[src/rtl/irq_latch_ctrl.sv]
module irq_latch_ctrl #(
  parameter int          N             = 32,
  parameter int          IDX_W         = $clog2(N),
  parameter bit          CLEAR_ON_ZERO = 1'b0,
  parameter logic [N-1:0] EDGE_LINES   = 32'hFFFF_0000
) (
  input  logic             clk,
  input  logic             rst_n,
  input  logic [N-1:0]     irq_lines,
  input  logic             int_enable,
  input  logic             cfg_we,
  input  logic             cfg_sel,
  input  logic [N-1:0]     cfg_wdata,
  output logic [N-1:0]     cfg_rdata,
  input  logic [IDX_W-1:0] scan_base,
  output logic [IDX_W-1:0] scan_idx,
  output logic             scan_hit,
  output logic             cpu_irq
);

  localparam logic [N-1:0] ALL_ONES = {N{1'b1}};

  logic [N-1:0] mask_q, status_q, line_prev;
  logic [N-1:0] set_vec, clr_vec, pending, window;

  // edge lines fire on a low-to-high step, level lines whenever high
  assign set_vec = (irq_lines & ~EDGE_LINES) | (irq_lines & ~line_prev & EDGE_LINES);

  generate
    if (CLEAR_ON_ZERO) begin : g_clr_zero
      assign clr_vec = (cfg_we && cfg_sel) ? ~cfg_wdata : '0;
    end else begin : g_clr_one
      assign clr_vec = (cfg_we && cfg_sel) ? cfg_wdata : '0;
    end
  endgenerate

  always_ff @(posedge clk or negedge rst_n) begin
    if (!rst_n) begin
      mask_q    <= '0;
      status_q  <= '0;
      line_prev <= '0;
      cpu_irq   <= 1'b0;
    end else begin
      line_prev <= irq_lines;
      status_q  <= (status_q & ~clr_vec) | set_vec;
      if (cfg_we && !cfg_sel) mask_q <= cfg_wdata;
      cpu_irq   <= int_enable && (|(status_q & mask_q));
    end
  end

  assign cfg_rdata = cfg_sel ? status_q : mask_q;
  assign pending   = status_q & mask_q;
  assign window    = pending & (ALL_ONES << scan_base);

  always_comb begin
    scan_idx = '0;
    scan_hit = 1'b0;
    for (int i = N - 1; i >= 0; i--) begin
      if (window[i]) begin
        scan_idx = IDX_W'(i);
        scan_hit = 1'b1;
      end
    end
  end

endmodule

[config.mk]
export PLATFORM = sky130hd
export DESIGN_NAME = irq_latch_ctrl
export DESIGN_NICKNAME = d
export VERILOG_FILES = /design/src/rtl/irq_latch_ctrl.sv
export SDC_FILE = /design/constraint.sdc
export NUM_CORES = 1
export LEC_CHECK = 0
export ABC_AREA = 1
export BUFFER_PORTS_ARGS = -buffer_cell sky130_fd_sc_hd__buf_2
export CAP_MARGIN = 5
export CORE_MARGIN = 2
export CORE_UTILIZATION = 35
export DETAILED_ROUTE_END_ITERATION = 6
export PLACE_DENSITY = 0.63
export SYNTH_ARGS = -nofsm -noshare
export SYNTH_HDL_FRONTEND = slang
export SYNTH_SLANG_ARGS = --single-unit
[constraint.sdc]
create_clock -name clk -period 3.25 [get_ports clk]
set_clock_uncertainty 0.15 [all_clocks]
set_input_delay 0.8125 -clock clk [delete_from_list [all_inputs] [get_ports clk]]
set_output_delay 0.8125 -clock clk [all_outputs]
set_load 0.01 [all_outputs]
==> Word level (Yosys, flattened, before mapping) <==
Cells that the tools add are included.
{ "word_totals": {"output_inout_bits": 39, "input_bits": 74, "register_bits": 97, "word_cells": 84} }
{ "op_classes": {"n_shift": 1, "n_bitwise": 8, "reduce_logical": 5, "n_mux": 66} }
{ "op_table": {"columns": ["operator", "n"], "rows": [
  ["$mux W5", 32],
  ["$and A32 B32 Y32", 4],
  ["$mux W32", 2],
  ["$not A32 Y32", 2],
  ["$mux W1", 32],
  ["$or A16 B32 Y32", 1],
  ["$or A32 B32 Y32", 1],
  ["$reduce_or A32 Y1", 1],
  ["$shl A32 B5 Y32 const A", 1],
  ["$logic_and A1 B1 Y1", 3],
  ["$logic_not A1 Y1", 1]
]} }

==> Logic depth before layout (Yosys ltp) <==
Gate-level depths: netlist of the first run.
{ "depth": {"word_depth": 34, "mapped_depth": 24, "ltp_nobuf": 24} }

==> Least setup slack after synthesis of the first run <==
No wires, ideal clock.
{ "synth_path": {"path_type": "input to output", "from": "input port scan_base[3]", "to": "output port scan_idx[0]", "required_time_ps": 2288, "arrival_ps": 2193, "path_stages": 22, "slack_ps": 95, "path_buffers": 1, "path_cell_list": "buf_4 -> nand2_1 -> inv_1 -> nor2_1 -> a21boi_0 -> inv_1 -> nand2_1 -> inv_1 -> nand2_1 -> nand2_1 -> nand2_1 -> nand2_1 -> nand2_1 -> nand2_1 -> nand2_1 -> nand2_1 -> nand2_1 -> nand2_1 -> nand2_1 -> nand2_1 -> nand2_1 -> a21oi_2"} }
{ "synth_between": {"elab_chain_cells": 34} }
{ "synth_lines": {"columns": ["element", "line", "source"], "rows": [
  ["start, declared", "15", "input logic [IDX_W-1:0] scan_base,"],
  ["$shl A32 B5 Y32 (*)", "53", "assign window = pending & (ALL_ONES << scan_base);"],
  ["$and A32 B32 Y32 (*)", "53", null],
  ["$mux W5 (31 in a row)", "59", "if (window[i]) begin"],
  ["$mux W5 (*)", "59", null],
  ["end, declared", "16", "output logic [IDX_W-1:0] scan_idx,"]
]} }
Every way passes the cells marked *; elsewhere a longest branch is shown, timed or not.

==> Worst setup path after layout of the first run <==
{ "layout_path": {"from": "input port scan_base[0]", "to": "output port scan_idx[0]"} }
Same word-level chain as after synthesis.

==> metrics.log, run 1 <==
INFO  metric yosysWarnings = 0
INFO  metric drv.max_cap_violation_count = 0
INFO  metric power.density_cell_area = 484 mW/mm2
INFO  metric htree_num_levels = 3
INFO  metric clock_tree.buffer_depth = 2
INFO  metric layout.cells.most_common_list = 220 x sky130_fd_sc_hd__nand2_1, 105 x sky130_fd_sc_hd__buf_2, 93 x sky130_fd_sc_hd__inv_1, 81 x sky130_fd_sc_hd__dfrtp_1, 80 x sky130_fd_sc_hd__o21ai_0
INFO  metric report.final.hold_viol_count = 0
INFO  metric clk-insertion-delay-late = about 350 ps
INFO  metric cellLeakagePower = 0.00319 uW
INFO  metric synthDominantAreaCellType = sky130_fd_sc_hd__dfrtp_1
INFO  metric ant_nets = 0
INFO  metric wl_met3 = approximately 650 um
INFO  metric path_clk_slew = 60 ps
INFO  metric mean_number_of_vias_per_cell = 4.71
INFO  metric run_status = finished with violations
INFO  metric cts_sinks = 81
INFO  metric synth-seq-cells = 81
INFO  metric dieWidth = 114 um
INFO  metric final_layout_size_suffix_gt1_frac = 0.279
INFO  metric port-buffer-count = 112
INFO  metric drtIter0Drc = 228
INFO  metric nets = 830
INFO  metric rsz_0062_raised_after_global_routing = yes
INFO  metric syn-instance-count = 603
INFO  metric critPathCaptureType = output pin
INFO  metric route.final.wire_length = about 12,000 um
INFO  metric mappedNetlistNets = 677
INFO  metric post_synth_instance_area = 0.00425 mm2
INFO  metric max_freq = 287 MHz
INFO  metric worst_min_path_class = register to register
INFO  metric failing_checks = negative setup slack
INFO  metric top_cells_by_area_synth = sky130_fd_sc_hd__dfrtp_1 48%, sky130_fd_sc_hd__nand2_1 20%, sky130_fd_sc_hd__o21ai_0 9.9%
INFO  metric dr_wl_met2 = about 5400 um
INFO  metric initial_antenna_violation_count = 0
INFO  metric worst_hold_slack = 266 ps
INFO  metric ctsRootBufferMaster = sky130_fd_sc_hd__clkbuf_16
INFO  metric grt-ovfl-total = 0
INFO  metric cp_max_fo = 3
INFO  metric number_of_distinct_library_cells_after_synthesis = 24
INFO  metric timing_worst_slew_pin_value = between 1000 and 1500 ps
INFO  metric critical_path_class = input port to output pin
INFO  metric mostFrequentLayoutCell = sky130_fd_sc_hd__nand2_1
INFO  metric floorplan.core_area = approximately 0.012 mm2
INFO  metric grt_max_degree = 82
INFO  metric finalSetupViolCount = 4
INFO  metric routedLengthMet1 = 5700 um
INFO  metric detailroute.via_count = 4,270
INFO  metric postSynthAreaPerCell = roughly 7.0 um2
INFO  metric fin_crit_sh = 1.07
INFO  metric die_h = 114 um
INFO  metric core.rowCount = 40
INFO  metric reg2reg_slack = 1630 ps
INFO  metric post-route-min-period = 3480 ps
INFO  metric number_of_remaining_drc_errors = 0
INFO  metric synth_seq_area_share = 0.477
INFO  metric place.detailed.instances = 884
INFO  metric minimum_setup_slack_in_the_final_design = -231 ps
INFO  metric critical_path.startpoint_type = input port
INFO  metric netlist.area_leader.share = 0.477
INFO  metric first_global_vias = 4,067
INFO  metric finalWeightedCongestion = 0.840
INFO  metric layout.filler_cells = 1,203
INFO  metric area_delta_synth_final = 37.1%
INFO  metric diodes = 0
INFO  metric numCtsBuffers = 9
INFO  metric initial_utilization = 0.356
INFO  metric worst_ep_required = 2290 ps
INFO  metric multi_input_area = 0.00194 mm2
INFO  metric maxSlewViolCount = 0
INFO  metric first_pass_iteration_count_of_the_detailed_router = 5
INFO  metric num_io_pins = ~110
INFO  metric crit_arrival = 2520 ps
INFO  metric vdd_drop_max = 342 uV
INFO  metric detailedPlacementHpwl = 8770 um
INFO  metric maxSlewHeadroom = 0.306
INFO  metric globalRouteTotalUtil = 0.192
INFO  metric cts_tree = done
INFO  metric die_area = 0.0130 mm2
INFO  metric global_route_wire_length_before_repair = between 15,000 and 20,000 um
INFO  metric ff_latch_area = 0.00203 mm2
INFO  metric wl_per_cell = 13.1 um
INFO  metric routed.top_layer = met4
INFO  metric post_layout_nonfiller_instances = 907
[what timing repair did]
action / CTS / global route
pin swaps: 11 / 17
hold endpoints to repair: 0 / 0
hold buffers: 0 / 0
gates resized for setup: 33 / 38
buffers inserted: 4 / 4
setup endpoints to repair: 6 / 6
[registers in the layout, indices dropped and copies added, names as in the netlist]
name       flops
mask_q        32
status_q      32
line_prev     16
cpu_irq        1
[synth_stat cells, drive strengths merged]
cell type and instances:
a31oi 2, o31ai 1, o21ai 87, or2 1, nor4 5, inv 98, clkbuf 16, nor2 34
a21boi 2, dfrtp 81, a21oi 10, nand3 7, buf 2, o21bai 7, o2111ai 1, a211oi 1
nor3 12, nand4 11, nand2 225
[path summary, 6_finish.rpt]
kind	startpoint	end	cells after the start
min in group asynchronous	rst_n	line_prev[25]	1
max reg2reg	mask_q[2]	cpu_irq	4
min	line_prev[22]	status_q[22]	1
max	scan_base[0]	scan_idx[0]	23
max in group asynchronous	rst_n	status_q[2]	1
min reg2reg	line_prev[22]	status_q[22]	1
[metal layers]
metal  vias up  track usage
met1      1953        0.264
met5         -            0
met3         9       0.0582
met4         0       0.0553
met2       120        0.296
li1       2188            -
[cells by family (layout without fill, tap and decap cells)]
logic type,after synthesis,after routing,share of synthesized area
and+or+nand+nor,295,295,0.278
AOI/OAI and AO/OA,111,111,0.141
buffers and inverters,116,273,0.104
DFF,81,81,0.477
[report_power, final]
part           total [uW]  leakage, uW  internal [uW]  switching [uW]
clock network         928     0.000127            514             413
registers            1170     0.000913           1100            68.6
logic                 718      0.00215            309             409
[worst max-delay path: stages]
cell	delay, ps
sky130_fd_sc_hd__buf_6	100
sky130_fd_sc_hd__or2_4	270
sky130_fd_sc_hd__inv_4	90
sky130_fd_sc_hd__nor2_4	40
sky130_fd_sc_hd__o21ai_2	140
sky130_fd_sc_hd__nand3_2	100
sky130_fd_sc_hd__nand2_1	80
sky130_fd_sc_hd__inv_1	30
sky130_fd_sc_hd__nand2_1	50
sky130_fd_sc_hd__nand2_1	40
sky130_fd_sc_hd__nand2_1	60
sky130_fd_sc_hd__nand2_1	40
sky130_fd_sc_hd__nand2_1	60
sky130_fd_sc_hd__nand2_1	50
sky130_fd_sc_hd__nand2_1	50
sky130_fd_sc_hd__nand2_1	50
sky130_fd_sc_hd__nand2_1	50
sky130_fd_sc_hd__nand2_1	50
sky130_fd_sc_hd__nand2_1	50
sky130_fd_sc_hd__nand2_1	50
sky130_fd_sc_hd__nand2_1	80
sky130_fd_sc_hd__a21oi_2	50
sky130_fd_sc_hd__buf_2	130
[metrics by stage]
stage | setup TNS (ps) | util | setup slack (ps) | power (uW) | cell area [um2]
5_1_grt | -1390 | 0.489 | -402 | 3000 | 5820
2_1_floorplan | 0 | - | 95.0 | 1550 | 4250
6_report | -592 | 0.489 | -231 | 2820 | 5820
4_1_cts | -892 | 0.473 | -215 | 2820 | 5640
3_5_place_dp | -1590 | 0.439 | -352 | 1850 | 5240
3_3_place_gp | -1540 | 0.439 | -352 | 1840 | 5240
[layout make-up]
| class | count | share of cell area |
|---|---|---|
| clock buffer | 9 | 0.0387 |
| clock inverter | 6 | 0.00795 |
| inverter | 98 | 0.0649 |
| multi-input combinational | 406 | 0.333 |
| sequential | 81 | 0.348 |
| tap | 147 | 0.0316 |
| timing repair buffer | 160 | 0.176 |
(Power assumes the default switching activity.)
==> run 2: changes to the inputs <==
--- a/config.mk
+++ b/config.mk
@@ -8,10 +8,12 @@
 export ABC_AREA = 1
 export BUFFER_PORTS_ARGS = -buffer_cell sky130_fd_sc_hd__buf_2
 export CAP_MARGIN = 5
-export CORE_MARGIN = 2
-export CORE_UTILIZATION = 35
+export CELL_PAD_IN_SITES_DETAIL_PLACEMENT = 1
+export CELL_PAD_IN_SITES_GLOBAL_PLACEMENT = 2
+export CORE_MARGIN = 4
+export CORE_UTILIZATION = 29
 export DETAILED_ROUTE_END_ITERATION = 6
-export PLACE_DENSITY = 0.63
+export PLACE_DENSITY = 0.87
 export SYNTH_ARGS = -nofsm -noshare
 export SYNTH_HDL_FRONTEND = slang
 export SYNTH_SLANG_ARGS = --single-unit
==> constraint.sdc (replaced) <==
create_clock -name clk -period 3.25 [get_ports clk]
set_clock_uncertainty 0.15 [all_clocks]
set_input_delay 0.65 -clock clk [delete_from_list [all_inputs] [get_ports clk]]
set_output_delay 0.65 -clock clk [all_outputs]
set_load 0.01 [all_outputs]
==> metrics.log, run 2 (synthesis results as in run 1) <==
INFO  metric cp_max_fo = 3
INFO  metric reg2reg_slack = between 1500 and 2000 ps
INFO  metric mostFrequentLayoutCell = sky130_fd_sc_hd__nand2_1
INFO  metric core.rowCount = 43
INFO  metric cell_area_after_placement = 0.00520 mm2
INFO  metric finalSetupTns = -65.7 ps
INFO  metric port-buffer-count = 112
INFO  metric cts_tree = done
INFO  metric report.final.hold_viol_count = 0
INFO  metric fin_crit_sh = 1.01
INFO  metric maxSlewViolCount = 0
INFO  metric first_pass_iteration_count_of_the_detailed_router = 4
INFO  metric postCtsHoldBufs = 0
INFO  metric detailroute.via_count = 4,305
INFO  metric regToRegEndpoint = cpu_irq
INFO  metric post_layout_nonfiller_instances = 925
INFO  metric route.final.wire_length = roughly 14,000 um
INFO  metric grt-ovfl-total = 0
INFO  metric floorplan.core_area = between 0.01 and 0.015 mm2
INFO  metric worst_ep_required = between 2000 and 2500 ps
INFO  metric maxSlewHeadroom = 0.546
INFO  metric detailedPlacementHpwl = between 10,000 and 15,000 um
INFO  metric die_area = 0.0166 mm2
INFO  metric failing_checks = negative setup slack
INFO  metric numCtsBuffers = 9
INFO  metric global_route_wire_length_before_repair = 22,900 um
INFO  metric clk-insertion-delay-late = 350 ps
INFO  metric initial_antenna_violation_count = 0
INFO  metric globalRouteTotalUtil = 0.175
INFO  metric path_clk_slew = about 60 ps
INFO  metric clock_tree.buffer_depth = 2
INFO  metric dieWidth = 129 um
INFO  metric critical_path_class = input port to output pin
INFO  metric die_h = 129 um
INFO  metric drv.max_cap_violation_count = 0
INFO  metric final_layout_size_suffix_gt1_frac = 0.246
INFO  metric place.detailed.instances = slightly above 900
INFO  metric timing_worst_slew_pin_value = 679 ps
INFO  metric final_area = about 0.0057 mm2
INFO  metric finalWeightedCongestion = 0.870
INFO  metric htree_num_levels = 3
INFO  metric initial_utilization = 0.301
INFO  metric rsz_0062_raised_after_global_routing = yes
INFO  metric worst_min_path_class = input port to async pin
INFO  metric critical_path.reg2reg.startpoint = status_q[31]
INFO  metric num_io_pins = 113
INFO  metric cts_sinks = 81
INFO  metric diodes = 0
INFO  metric vdd_drop_max = ~270 uV
INFO  metric post-route-min-period = 3290 ps
INFO  metric wl_per_cell = 15.2 um
INFO  metric layout.cells.most_common_list = 218 x sky130_fd_sc_hd__nand2_1, 106 x sky130_fd_sc_hd__buf_2, 96 x sky130_fd_sc_hd__inv_1, 82 x sky130_fd_sc_hd__o21ai_0, 81 x sky130_fd_sc_hd__dfrtp_1
INFO  metric drtIter0Drc = 143
INFO  metric ctsRootBufferMaster = sky130_fd_sc_hd__clkbuf_16
INFO  metric area_delta_synth_final = 34.2%
INFO  metric crit_arrival = 2490 ps
INFO  metric grt_max_degree = 42
INFO  metric run_status = finished with violations
INFO  metric critPathCaptureType = output pin
INFO  metric finalSetupViolCount = 2
INFO  metric r2r.worst_path.cells = 4
INFO  metric first_global_vias = 4,601
INFO  metric minimum_setup_slack_in_the_final_design = -40.8 ps
INFO  metric power.density_cell_area = 519 mW/mm2
INFO  metric critical_path.startpoint_type = input port
INFO  metric ant_nets = 0
INFO  metric nets = 814
INFO  metric number_of_remaining_drc_errors = 0
INFO  metric top_registers = mask_q: 32 flops, status_q: 32 flops, line_prev: 16 flops
INFO  metric cellLeakagePower = 0.00310 uW
INFO  metric power_after_layout = 2960 uW
INFO  metric max_freq = 304 MHz
INFO  metric mean_number_of_vias_per_cell = 4.65
[run 2: changes by cell type in the layout (fill, tap and decap cells not counted), sizes merged]
cell    change
clkinv      -3
clkbuf      +2
buf        -16
bufinv      +1
inv         +1
[run 2: repair_timing]
action / CTS / global route
setup endpoints to repair: 4 / 6
buffers inserted: 0 / 2
pin swaps: 2 / 18
gates resized for setup: 13 / 32
[run 2: critical path, cell delays in order]
cell and delay (ps):
sky130_fd_sc_hd__buf_6 110, sky130_fd_sc_hd__or2_4 270, sky130_fd_sc_hd__inv_4 80, sky130_fd_sc_hd__nor2_2 50
sky130_fd_sc_hd__o21ai_1 140, sky130_fd_sc_hd__nand3_1 120, sky130_fd_sc_hd__a21oi_1 160, sky130_fd_sc_hd__nand2_1 70
sky130_fd_sc_hd__nand2_1 60, sky130_fd_sc_hd__nand2_1 40, sky130_fd_sc_hd__nand2_1 50, sky130_fd_sc_hd__nand2_1 50
sky130_fd_sc_hd__nand2_1 50, sky130_fd_sc_hd__nand2_1 50, sky130_fd_sc_hd__nand2_1 60, sky130_fd_sc_hd__nand2_1 60
sky130_fd_sc_hd__nand2_1 80, sky130_fd_sc_hd__nand2_1 60, sky130_fd_sc_hd__nand2_1 80, sky130_fd_sc_hd__a21oi_2 60
sky130_fd_sc_hd__buf_2 150
[run 2: where the power goes]
part	total (uW)	internal (uW)	leakage [uW]	switching, uW
clock	1070	641	0.000148	431
combinational	709	287	0.00204	422
sequential	1170	1100	0.000913	72.0
[run 2: worst max-delay path by stage]
stage | start | end | slack (ps)
after floorplan | scan_base[3] | scan_idx[0] | 420
after global placement | scan_base[1] | scan_idx[0] | -40
after detailed placement | scan_base[1] | scan_idx[0] | -160
after CTS | scan_base[1] | scan_idx[0] | -40
after global routing | scan_base[2] | scan_idx[0] | -320
final | scan_base[0] | scan_idx[0] | -40
[run 2: through the flow]
step / setup slack [ps] / hold WS (ps) / util
after global routing: -317 / 172 / 0.404
after detailed placement: -164 / 262 / 0.369
final: -40.8 / 137 / 0.404
after floorplan: 420 / 204 / -
after global placement: -43.2 / 253 / 0.369
after CTS: -38.9 / 149 / 0.394
[run 2: area by class of cell]
type,instances,area (um2)
fillers,1789,8400
flip-flops and latches,81,2030
multi-input cells,406,1890
repair buffers,144,868
inverters,98,370
clock buffers,11,253
well taps,180,225
clock inverters,5,62.6
[run 2: routing by layer]
layer	GRT usage	wire length, um	up-vias	share of wire
met5	0	0	-	0
met4	0.0445	121	0	0.0086
met3	0.0386	704	9	0.050
met2	0.281	6640	87	0.47
met1	0.240	6640	2055	0.47
li1	-	-	2154	-
